[src/rtl/rtc_port_pkg.sv]
package rtc_port_pkg;
  localparam int BUS_W   = 8;
  localparam int RST_POS = 4;
  localparam int DIR_POS = 5;
  localparam int CLK_POS = 6;
  localparam int DAT_POS = 7;
  localparam int RD_POS  = 7;

  typedef struct packed {
    logic dout;
    logic sclk;
    logic dir;
    logic en;
  } pin_ctl_t;

  function automatic pin_ctl_t decode_ctl(input logic [BUS_W-1:0] b);
    pin_ctl_t c;
    c.en   = b[RST_POS];
    c.dir  = b[DIR_POS];
    c.sclk = b[CLK_POS];
    c.dout = b[DAT_POS];
    return c;
  endfunction

  function automatic logic [BUS_W-1:0] read_word(input logic act, input logic dir,
                                                 input logic dq);
    logic [BUS_W-1:0] w;
    w = '0;
    w[RD_POS] = act & ~dir & dq;
    return w;
  endfunction
endpackage

[src/rtl/rtc_port_decode.sv]
module rtc_port_decode (
  input  logic port_sel_n,
  input  logic rd_n,
  input  logic wr_n,
  output logic wr_act,
  output logic rd_act
);
  logic wr_strobe_n;
  logic rd_strobe_n;

  assign wr_strobe_n = port_sel_n | wr_n;
  assign rd_strobe_n = port_sel_n | rd_n;
  assign wr_act      = ~wr_strobe_n;
  assign rd_act      = ~rd_strobe_n;
endmodule

[src/rtl/rtc_port_latch.sv]
module rtc_port_latch #(
  parameter int W = rtc_port_pkg::BUS_W
) (
  input  logic         clk,
  input  logic         rst_n,
  input  logic         wr_act,
  input  logic [W-1:0] wdata,
  output logic [W-1:0] lat
);
  always_ff @(posedge clk or negedge rst_n) begin
    if (!rst_n) lat <= '0;
    else if (wr_act) lat <= wdata;
  end


  load_value_chk: assert property (@(posedge clk) disable iff (!rst_n)
    (rst_n && wr_act) |=> (lat == $past(wdata)));


  hold_value_chk: assert property (@(posedge clk) disable iff (!rst_n)
    (rst_n && !wr_act) |=> (lat == $past(lat)));
endmodule

[src/rtl/rtc_port_readmux.sv]
module rtc_port_readmux #(
  parameter int W = rtc_port_pkg::BUS_W
) (
  input  logic         rd_act,
  input  logic         dir,
  input  logic         dq_in,
  output logic [W-1:0] rdata
);
  always_comb rdata = rtc_port_pkg::read_word(rd_act, dir, dq_in);
endmodule

[src/rtl/rtc_bitbang_port.sv]
module rtc_bitbang_port (
  input  logic       clk,
  input  logic       rst_n,
  input  logic       port_sel_n,
  input  logic       rd_n,
  input  logic       wr_n,
  input  logic [7:0] wdata,
  input  logic       dq_in,
  output logic       rtc_rst,
  output logic       rtc_sclk,
  output logic       dq_out,
  output logic       dq_oe,
  output logic [7:0] rdata
);
  import rtc_port_pkg::*;

  logic             wr_act;
  logic             rd_act;
  logic [BUS_W-1:0] lat;
  pin_ctl_t         ctl;
  logic             lat_unused;

  rtc_port_decode i_decode (
    .port_sel_n (port_sel_n),
    .rd_n       (rd_n),
    .wr_n       (wr_n),
    .wr_act     (wr_act),
    .rd_act     (rd_act)
  );

  rtc_port_latch #(.W(BUS_W)) i_latch (
    .clk    (clk),
    .rst_n  (rst_n),
    .wr_act (wr_act),
    .wdata  (wdata),
    .lat    (lat)
  );

  assign ctl        = decode_ctl(lat);
  assign lat_unused = ^lat[3:0];

  assign rtc_rst  = ctl.en;
  assign rtc_sclk = ctl.sclk;
  assign dq_out   = ctl.dout;
  assign dq_oe    = ctl.dir;

  rtc_port_readmux #(.W(BUS_W)) i_readmux (
    .rd_act (rd_act),
    .dir    (ctl.dir),
    .dq_in  (dq_in),
    .rdata  (rdata)
  );


  sclk_moves_on_write_chk: assert property (@(posedge clk) disable iff (!rst_n)
    (rtc_sclk != $past(rtc_sclk)) |-> $past(wr_act));


  driven_pin_reads_zero_chk: assert property (@(posedge clk) disable iff (!rst_n)
    (rd_act && dq_oe) |-> (rdata == 8'h00));


  idle_read_zero_chk: assert property (@(posedge clk) disable iff (!rst_n)
    (!rd_act) |-> (rdata == 8'h00));


  reset_exit_quiet_chk: assert property (@(posedge clk) disable iff (!rst_n)
    $rose(rst_n) |-> (!rtc_rst && !rtc_sclk && !dq_oe && !dq_out));
endmodule

[config.mk]
export PLATFORM = sky130hd
export DESIGN_NAME = rtc_bitbang_port
export DESIGN_NICKNAME = d
export VERILOG_FILES = /design/src/rtl/rtc_port_pkg.sv /design/src/rtl/rtc_port_decode.sv /design/src/rtl/rtc_port_latch.sv /design/src/rtl/rtc_port_readmux.sv /design/src/rtl/rtc_bitbang_port.sv
export SDC_FILE = /design/constraint.sdc
export NUM_CORES = 1
export LEC_CHECK = 0
export BUFFER_PORTS_ARGS = -buffer_cell sky130_fd_sc_hd__buf_4
export CAP_MARGIN = 20
export CORE_AREA = 4 4 41 43
export DETAILED_ROUTE_END_ITERATION = 7
export DIE_AREA = 0 0 45 47
export PLACE_DENSITY = 0.71
export SLEW_MARGIN = 20
export SYNTH_ARGS = -nofsm -noshare
export SYNTH_HDL_FRONTEND = slang
export SYNTH_HIERARCHICAL = 1
export SYNTH_SLANG_ARGS = --single-unit
[constraint.sdc]
create_clock -name clk -period 0.8 [get_ports clk]
set_input_delay 0.08 -clock clk [delete_from_list [all_inputs] [get_ports clk]]
set_output_delay 0.08 -clock clk [all_outputs]
set_load 0.05 [all_outputs]
==> metrics <==
top flop regs=i_latch/lat: 4 flops; Top reg by flops=i_latch/lat; Max VDD drop=0.559 mV; Post-layout nets=54; Reg power frac=0.292; Vias=~190; Worst Reg-to-Reg Cells=2; Initial Utilization=0.188; n_diodes=0; flop2flop setup slack=-100 ps; TritonCTS sink count=4; Routed Antenna Nets=0; status=finished with violations; GRT Overall Usage=0.0611; layout filler cell count=142; clock root cell=clkbuf_4; Setup crit end kind=output pin; worst path arrival time=1000 ps; DRT iter0 DRCs=0; RR Startpoint=i_latch/lat[5]$_DFFE_PN0P_; max reg flops=4; Core ar.=1300 sq um; clock tree buffer depth=2; Clock transition at path regs=40 ps; CP endpoint=rdata[7]; RSZ-0062 raised after global routing=true; footprint of the multi-input gates=~100 sq um; Yosys Warn Count=6; Levels on crit path=2; fin crit share=1.36; Post-Synthesis Cells=20; crit path max fanout=2; total iterations of the first detailed-routing run=1; Routed WL=510 microns; pwr dens=2180 nW/um^2; Layout area overhead=65.1%; Worst path max stage delay=390 ps; Setup Skew=0 ps; Clk network pwr share=0.273; initial antenna violation count=0; Place WS=-66.8 ps; final cell count without fillers=53; failing checks=negative setup slack; largest net degree at the start of global routing=5; cts bufs inserted=3; CP cell instances=and3b_2, buf_8; Worst Setup Start Kind=flip-flop; Switch Pwr=321 uW; # setup viols final=6; Pint=between 500 and 600 uW; Final Hold Vio Count=0; DIE WIDTH=between 40 and 50 microns; LEAKAGE=0.000209 uW; # Max-Cap Violations=0; CP bufs+invs=1; I/O pin cnt=26; register cell area after layout=~110 sq um; post-placement cell count=48; # DRC=0; Clock Latency Late Sink=approximately 230 ps; Port Buffers=14; switching share of total power=0.366; Worst Hold Class=in2reg; Setup CP Type=reg2out; routed length per instance=9.62 microns; post-route setup slack=-284 ps; CP max stage cell=dfrtp_2; # rows=13; vias in the first global route=196; Fmax achieved=922 MHz; final worst path period need=1080 ps; CTS tree=yes; full die area=~2100 sq um; Combinational Power Share=0.435; Routability Congestion=0.563; grt total ovfl=0; Max Slew Vio Count=0; global-route wire length before repair=745 microns; Synth Area per Inst=12.2 sq um; post-DR vias/cell=3.57; hold_ws=85.9 ps; Critical Path Source=i_latch/lat[5]$_DFFE_PN0P_; post-synthesis cell area=244 sq um; cell family with the largest share of critical-path delay=flip-flops; chip height=47 microns; Worst EP required=720 ps; H-tree lvl count=1; share of cells above drive strength 1=0.737; reg2reg end=i_latch/lat[5]$_DFFE_PN0P_
-- per-layer routing --
layer	part of all wire	track usage	vias up	routed length, microns
met4	0	0.0877	0	0
met3	0.22	0.0498	0	114
met2	0.51	0.0904	15	258
met5	0	0	-	0
li1	-	-	86	-
met1	0.27	0.0391	88	136
-- power groups by stage --
stage | sequential (uW) | clock, uW | combinational (uW)
final | 257 | 240 | 382
after global routing | 260 | 287 | 399
after CTS | 257 | 258 | 385
after detailed placement | 257 | 0 | 342
after global placement | 256 | 0 | 343
after floorplan | 366 | 0 | 166
-- worst reg2reg max path, delay by kind of cell, from the launching register on --
kind	cells	cell delay (ps)
multiplexers	1	260
buffers and inverters	1	130
flip-flops	1	390
-- worst min-delay path by stage --
stage / slack [ps] / depth (start not counted) / endpoint / from
after floorplan: -220 / 0 / i_latch/lat[4]$_DFFE_PN0P_ / rst_n
after global placement: -120 / 1 / i_latch/lat[4]$_DFFE_PN0P_ / rst_n
after detailed placement: -120 / 1 / i_latch/lat[4]$_DFFE_PN0P_ / rst_n
after CTS: 80 / 2 / i_latch/lat[5]$_DFFE_PN0P_ / wdata[5]
after global routing: 70 / 2 / i_latch/lat[6]$_DFFE_PN0P_ / wdata[6]
final: 90 / 2 / i_latch/lat[6]$_DFFE_PN0P_ / wdata[6]
-- placed cells by master (no fill, tap or decap) --
cell type      instances
conb_1                 7
nor2_1                 2
and3b_2                1
mux2_4                 4
buf_8                  1
dfrtp_2                4
dlygate4sd3_1          1
clkbuf_4               3
buf_6                  4
buf_4                 11
-- final cells by class --
cell class / count / area share
clock buffer: 3 / 0.0559
sequential: 4 / 0.261
timing repair buffer: 17 / 0.379
tap: 15 / 0.0466
multi-input combinational: 14 / 0.258
-- per-stage QoR --
stage                     TNS (ps)  instance area [sq um]  power (uW)  utilization
after floorplan               -652                    273         532            -
after global placement        -302                    340         599        0.262
after detailed placement      -305                    340         599        0.262
after CTS                     -774                    403         900        0.310
after global routing          -922                    403         946        0.310
final                         -720                    403         879        0.310
-- timing repair --
action,in CTS,in global routing
setup endpoints to repair,5,6
hold endpoints to repair,4,0
resized for setup,6,0
buffers inserted,1,0
pin swaps,0,0
hold buffers,1,0
Power figures use the tool's default switching activity.
